<file path="config.mk">
export PLATFORM = sky130hd
export DESIGN_NAME = decision_mem
export DESIGN_NICKNAME = d
export VERILOG_FILES = /design/src/rtl/decmem_pkg.sv /design/src/rtl/decmem_bank.sv /design/src/rtl/decmem_ctrl.sv /design/src/rtl/decmem_datapath.sv /design/src/rtl/decision_mem.sv
export SDC_FILE = /design/constraint.sdc
export NUM_CORES = 2
export LEC_CHECK = 0
export BUFFER_PORTS_ARGS = -buffer_cell sky130_fd_sc_hd__clkbuf_2
export CORE_UTILIZATION = 40
export DETAILED_ROUTE_END_ITERATION = 8
export PLACE_DENSITY = 0.53
export SYNTH_ARGS = -nofsm -noshare
export SYNTH_HDL_FRONTEND = slang
export SYNTH_SLANG_ARGS = --single-unit
export TNS_END_PERCENT = 5
</file>
<file path="constraint.sdc">
create_clock -name clk -period 9.8 [get_ports clk]
set_input_delay 0.49 -clock clk [delete_from_list [all_inputs] [get_ports clk]]
set_output_delay 0.49 -clock clk [all_outputs]
set_load 0.02 [all_outputs]
</file>
<file path="src/rtl/decmem_pkg.sv">
package decmem_pkg;
  localparam int NUM_BANKS = 8;
  localparam int BANK_W    = 4;
  localparam int DEPTH     = 64;
  localparam int ADDR_W    = $clog2(DEPTH);
  localparam int CNT_W     = ADDR_W + 1;
  localparam int WORD_W    = NUM_BANKS * BANK_W;
  localparam int SEL_W     = $clog2(NUM_BANKS);

  typedef enum logic [1:0] {
    MODE_QUEUE = 2'b00,
    MODE_STACK = 2'b01,
    MODE_RAND  = 2'b10,
    MODE_RAND2 = 2'b11
  } memMode_e;

  // Strobes from the address generator to the bank array
  typedef struct packed {
    logic              wrStrobe;
    logic              rdStrobe;
    logic [ADDR_W-1:0] wrAddr;
    logic [ADDR_W-1:0] rdAddr;
  } memStrobe_t;
endpackage

</file>
<file path="src/rtl/decmem_bank.sv">
module decmem_bank #(
  parameter int WIDTH = decmem_pkg::BANK_W,
  parameter int DEPTH = decmem_pkg::DEPTH,
  localparam int AW = $clog2(DEPTH)
) (
  input  logic             clk,
  input  logic             clkEn,
  input  logic             we,
  input  logic [AW-1:0]    wa,
  input  logic [WIDTH-1:0] wd,
  input  logic             re,
  input  logic [AW-1:0]    ra,
  output logic [WIDTH-1:0] q
);
  logic [WIDTH-1:0] mem [DEPTH];

  // clkEn stands in for a gated clock: nothing in the bank toggles when low
  always_ff @(posedge clk) begin
    if (clkEn) begin
      if (we) mem[wa] <= wd;
      if (re) q <= mem[ra];
    end
  end
endmodule

</file>
<file path="src/rtl/decmem_ctrl.sv">
module decmem_ctrl
  import decmem_pkg::*;
(
  input  logic              clk,
  input  logic              rstN,
  input  logic [1:0]        modeSel,
  input  logic              wrEn,
  input  logic              rdEn,
  input  logic [ADDR_W-1:0] extWrAddr,
  input  logic [ADDR_W-1:0] extRdAddr,
  output memStrobe_t        strobe,
  output logic              full,
  output logic              empty
);
  logic [ADDR_W-1:0] headPtr, tailPtr, topIdx, fillLow;
  logic [CNT_W-1:0]  fillCnt;
  logic isRand, isStack, fullInt, emptyInt, rdOk, wrOk;

  assign isRand   = modeSel[1];
  assign isStack  = (memMode_e'(modeSel) == MODE_STACK);
  assign fullInt  = (fillCnt == CNT_W'(DEPTH));
  assign emptyInt = (fillCnt == '0);
  assign fillLow  = fillCnt[ADDR_W-1:0];
  assign topIdx   = fillLow - ADDR_W'(1);

  // a read frees a slot in the same cycle, so a write may follow it in
  assign rdOk = rdEn && (isRand || !emptyInt);
  assign wrOk = wrEn && (isRand || !fullInt || rdOk);

  always_comb begin
    strobe.wrStrobe = wrOk;
    strobe.rdStrobe = rdOk;
    if (isRand) begin
      strobe.wrAddr = extWrAddr;
      strobe.rdAddr = extRdAddr;
    end else if (isStack) begin
      strobe.rdAddr = topIdx;
      strobe.wrAddr = rdOk ? topIdx : fillLow;
    end else begin
      strobe.wrAddr = headPtr;
      strobe.rdAddr = tailPtr;
    end
  end

  always_ff @(posedge clk) begin
    if (!rstN) begin
      headPtr <= '0;
      tailPtr <= '0;
      fillCnt <= '0;
    end else if (!isRand) begin
      if (!isStack) begin
        if (wrOk) headPtr <= headPtr + ADDR_W'(1);
        if (rdOk) tailPtr <= tailPtr + ADDR_W'(1);
      end
      if (wrOk && !rdOk)      fillCnt <= fillCnt + CNT_W'(1);
      else if (rdOk && !wrOk) fillCnt <= fillCnt - CNT_W'(1);
    end
  end

  assign full  = !isRand && fullInt;
  assign empty = !isRand && emptyInt;
endmodule

</file>
<file path="src/rtl/decmem_datapath.sv">
module decmem_datapath
  import decmem_pkg::*;
(
  input  logic              clk,
  input  logic              rstN,
  input  logic [SEL_W-1:0]  widthSel,
  input  memStrobe_t        strobe,
  input  logic [WORD_W-1:0] wrData,
  output logic [WORD_W-1:0] rdData,
  output logic              rdValid,
  output logic [NUM_BANKS-1:0] bankEnable
);
  for (genvar b = 0; b < NUM_BANKS; b++) begin : g_bank
    logic [BANK_W-1:0] bankQ;
    assign bankEnable[b] = (SEL_W'(b) <= widthSel);

    decmem_bank #(.WIDTH(BANK_W), .DEPTH(DEPTH)) u_bank (
      .clk  (clk),
      .clkEn(bankEnable[b]),
      .we   (strobe.wrStrobe),
      .wa   (strobe.wrAddr),
      .wd   (wrData[b*BANK_W +: BANK_W]),
      .re   (strobe.rdStrobe),
      .ra   (strobe.rdAddr),
      .q    (bankQ)
    );

    assign rdData[b*BANK_W +: BANK_W] = bankEnable[b] ? bankQ : '0;
  end

  always_ff @(posedge clk) begin
    if (!rstN) rdValid <= 1'b0;
    else       rdValid <= strobe.rdStrobe;
  end
endmodule

</file>
<file path="src/rtl/decision_mem.sv">
module decision_mem
  import decmem_pkg::*;
(
  input  logic                 clk,
  input  logic                 rstN,
  input  logic [1:0]           modeSel,
  input  logic [SEL_W-1:0]     widthSel,
  input  logic                 wrEn,
  input  logic [ADDR_W-1:0]    wrAddr,
  input  logic [WORD_W-1:0]    wrData,
  input  logic                 rdEn,
  input  logic [ADDR_W-1:0]    rdAddr,
  output logic [WORD_W-1:0]    rdData,
  output logic                 rdValid,
  output logic                 full,
  output logic                 empty,
  output logic [NUM_BANKS-1:0] bankEnable
);
  memStrobe_t strobe;

  decmem_ctrl u_ctrl (
    .clk      (clk),
    .rstN     (rstN),
    .modeSel  (modeSel),
    .wrEn     (wrEn),
    .rdEn     (rdEn),
    .extWrAddr(wrAddr),
    .extRdAddr(rdAddr),
    .strobe   (strobe),
    .full     (full),
    .empty    (empty)
  );

  decmem_datapath u_dp (
    .clk       (clk),
    .rstN      (rstN),
    .widthSel  (widthSel),
    .strobe    (strobe),
    .wrData    (wrData),
    .rdData    (rdData),
    .rdValid   (rdValid),
    .bankEnable(bankEnable)
  );
endmodule

</file>
==> flow_metrics.tcl <==
set metrics [dict create \
    cts_buffer_depth 3 \
    critPathKind "reg -> reg" \
    first_iter_violations 4875 \
    drtAntennaViolNets 0 \
    seq_area_frac_synth_pct 73.2 \
    routed_via_density 5.61 \
    cts_setup_buffers 0 \
    num_rows 169 \
    switchingPower_w 0.00542 \
    grt_usage_pct 22.4 \
    tightest_slew_ns 1.37 \
    clock_power_share_pct 38.5 \
    cp_max_fo 34 \
    power_frac_comb_pct 12.8 \
    ioPinCount 96 \
    startpoint_type "flop" \
    endpoint_kind "flop" \
    syn_nets 6203 \
    hold_viol 0 \
    max_stage_delay_ns 0.69 \
    cts_sinks 2100 \
    synth-async-reset-ratio_pct 0 \
    path_buf_inv 3 \
    area_growth_pct 11.7 \
    die_y_um 465 \
    cp.required_ns 10.28 \
    synth_edf_count 2080 \
    dr.pass1.iters 5 \
    cts_tree "built" \
    synthCells 6139 \
    maxCapViolCount 0 \
    synth_top_area_cell "edfxtp_1" \
    clk-insertion-delay-late_ns 0.86 \
    outcome "completed" \
    crit_family "simple AND/OR/NAND/NOR gates" \
    rsz0062_at_grt "no" \
    die-width_um 465 \
    drc_errors 0 \
    layout_setup_ws_ns 4.40 \
    dieArea_sq_um 217000 \
    place_ws_ns 4.16 \
    vias 51300 \
    min_path_type "in -> reg" \
    antenna_found_initial 14 \
    cts_resized 0 \
    mostFrequentLayoutCells "2080 x edfxtp_1, 1165 x nand2_1, 558 x nor2_1" \
    p_leak_nw 32.1 \
    routed_wl_um 245000 \
    yosysWarnings 0 \
    fin_crit_sh_pct 55.1 \
    final_common_cell "edfxtp_1" \
    syn_avg_cell_area_sq_um 14.0 \
    peakVddDrop_v 0.000212 \
    cts_inserted_buffers 214 \
    tns_ns 0 \
    clk_pin_slew_ns 0.06 \
    maxSlewHeadroom_pct 6.35 \
    p_int_w 0.0152 \
    place_hpwl_um 144000 \
    clockRootBuffer "clkbuf_16" \
    io_buffers 94 \
    fin_crit_ns 5.40 \
    yosys.cell_types.count 77 \
    nFillCells 19100 \
    synth-seq-cells 2100 \
    swShare_pct 26.3 \
    initial_core_util_pct 40.4 \
    nets 6205 \
    grt_pass1_wl_um 356000 \
    core_area_sq_um 213000 \
    synthTopCellsByArea "edfxtp_1 73%, mux2i_1 6.0%, nand2_1 5.1%" \
    crit_arrival_ns 5.88 \
    fin_skew_ns 0.0315 \
    crit_slowest_cell "o31a_2" \
    fmax_mhz 185 \
    wl_per_cell_um 26.8 \
    drive_above_1_share_pct 9.81 \
    syn-cell-area_sq_um 85900 \
    h-tree-depth 4 \
    fin_util_pct 45.1 \
    ys.flop_type "edfxtp_1" \
    slew_viol_final 0 \
    pwr-share-seq_pct 48.7 \
    gr-total-overflow 0 \
    power_density_nw_per_um2 215 \
    grt_pass1_vias 51600 \
    hold_buffers 0 \
    setup_violations 0 \
    gp_congestion 0.817 \
    cp_cell_sequence "inv_1 -> ha_1 -> or3b_1 -> o31a_2 -> inv_1 -> nor3_1 -> xnor2_1 -> o21ai_1 -> nand2_4 -> buf_4 -> nor3_1" \
    yosysTopAreaCellShare_pct 72.7 \
    grt_max_degree 145 \
]
==> per-layer routing <==
| metal | part of all wire, % | GRT usage, % | vias up |
|---|---|---|---|
| met3 | 6.5 | 3.45 | 393 |
| met4 | 2.8 | 6.69 | 2 |
| li1 | - | - | 22900 |
| met2 | 47 | 36.1 | 1816 |
| met1 | 44 | 31.3 | 26200 |
| met5 | 0.0053 | 0 | - |
==> registers in the layout, summed over array words and instances, names as in the netlist <==
register                cells
u_dp.g_bank.u_bank.mem   2048
u_dp.g_bank.u_bank.q       32
u_ctrl.fillCnt              7
u_ctrl.headPtr              6
u_ctrl.tailPtr              6
u_dp.rdValid                1
==> cells in the mapped netlist (5+ instances only) <==
library cell / instances
a2111oi_0: 30
a211oi_1: 32
a21boi_0: 33
a21oi_1: 188
a221oi_1: 6
a311o_1: 5
a31oi_1: 6
a32oi_1: 34
and2_1: 51
and3_1: 7
and4_1: 29
buf_1: 42
buf_2: 143
buf_4: 12
clkbuf_1: 219
dfxtp_1: 20
edfxtp_1: 2080
ha_1: 10
inv_1: 11
mux2i_1: 511
mux4_2: 65
nand2_1: 1178
nand2b_1: 10
nand3_1: 496
nand4_1: 11
nor2_1: 560
nor3_1: 18
nor4_1: 31
o21ai_0: 39
o22ai_1: 61
o31a_1: 5
o31ai_1: 30
o32ai_1: 29
or3_1: 7
or4_1: 30
xnor2_1: 16
==> cell families after synthesis <==
family	after synthesis	synth area share (%)
flip-flops	2100	73.2
multiplexers	579	7.70
AND/OR/NAND/NOR	2446	12.2
other	1	0.00437
XOR/XNOR	20	0.204
adder cells (fa/ha/maj)	11	0.169
buffers and inverters	430	2.16
AO/OA/AOI/OAI	552	4.36
==> area by class of cell <==
cell class / count / area [sq um] / share of cell area (%)
multi-input combinational: 3609 / 21400 / 22.3
antenna: 2 / 5.00 / 0.00522
timing repair buffer: 205 / 1420 / 1.48
tap: 2821 / 3530 / 3.68
clock buffer: 270 / 5610 / 5.84
clock inverter: 125 / 1140 / 1.19
sequential: 2100 / 62900 / 65.5
inverter: 11 / 41.3 / 0.0430
==> worst paths after layout <==
check | from | endpoint | slack (ns) | depth (start not counted)
max | u_ctrl.fillCnt[0] | u_dp.g_bank[7].u_bank.mem[34][3] | 4.40 | 11
min | rstN | u_ctrl.fillCnt[2] | 0.12 | 2
max reg2reg | u_ctrl.fillCnt[0] | u_dp.g_bank[7].u_bank.mem[34][3] | 4.40 | 11
min reg2reg | u_ctrl.headPtr[1] | u_ctrl.headPtr[1] | 0.52 | 2
==> metrics by stage <==
step / area (sq um) / power (W) / hold WS (ns) / cells
finish: 96000 / 0.0206 / 0.120 / 9143
global route: 96000 / 0.0212 / 0.164 / 9141
CTS: 96000 / 0.0207 / 0.0850 / 9141
detailed placement: 89200 / 0.0129 / 0.512 / 8746
global placement: 89200 / 0.0129 / 0.493 / 8745
floorplan: 85900 / 0.0118 / 0.469 / 6139
==> power groups by stage <==
stage          combinational, W  sequential [W]  clock (W)
6_report                0.00264          0.0100    0.00793
5_1_grt                 0.00282          0.0100    0.00838
4_1_cts                 0.00265          0.0100    0.00805
3_5_place_dp            0.00264          0.0102          0
3_3_place_gp            0.00263          0.0102          0
2_1_floorplan           0.00158          0.0102          0
(Power assumes the default switching activity.)
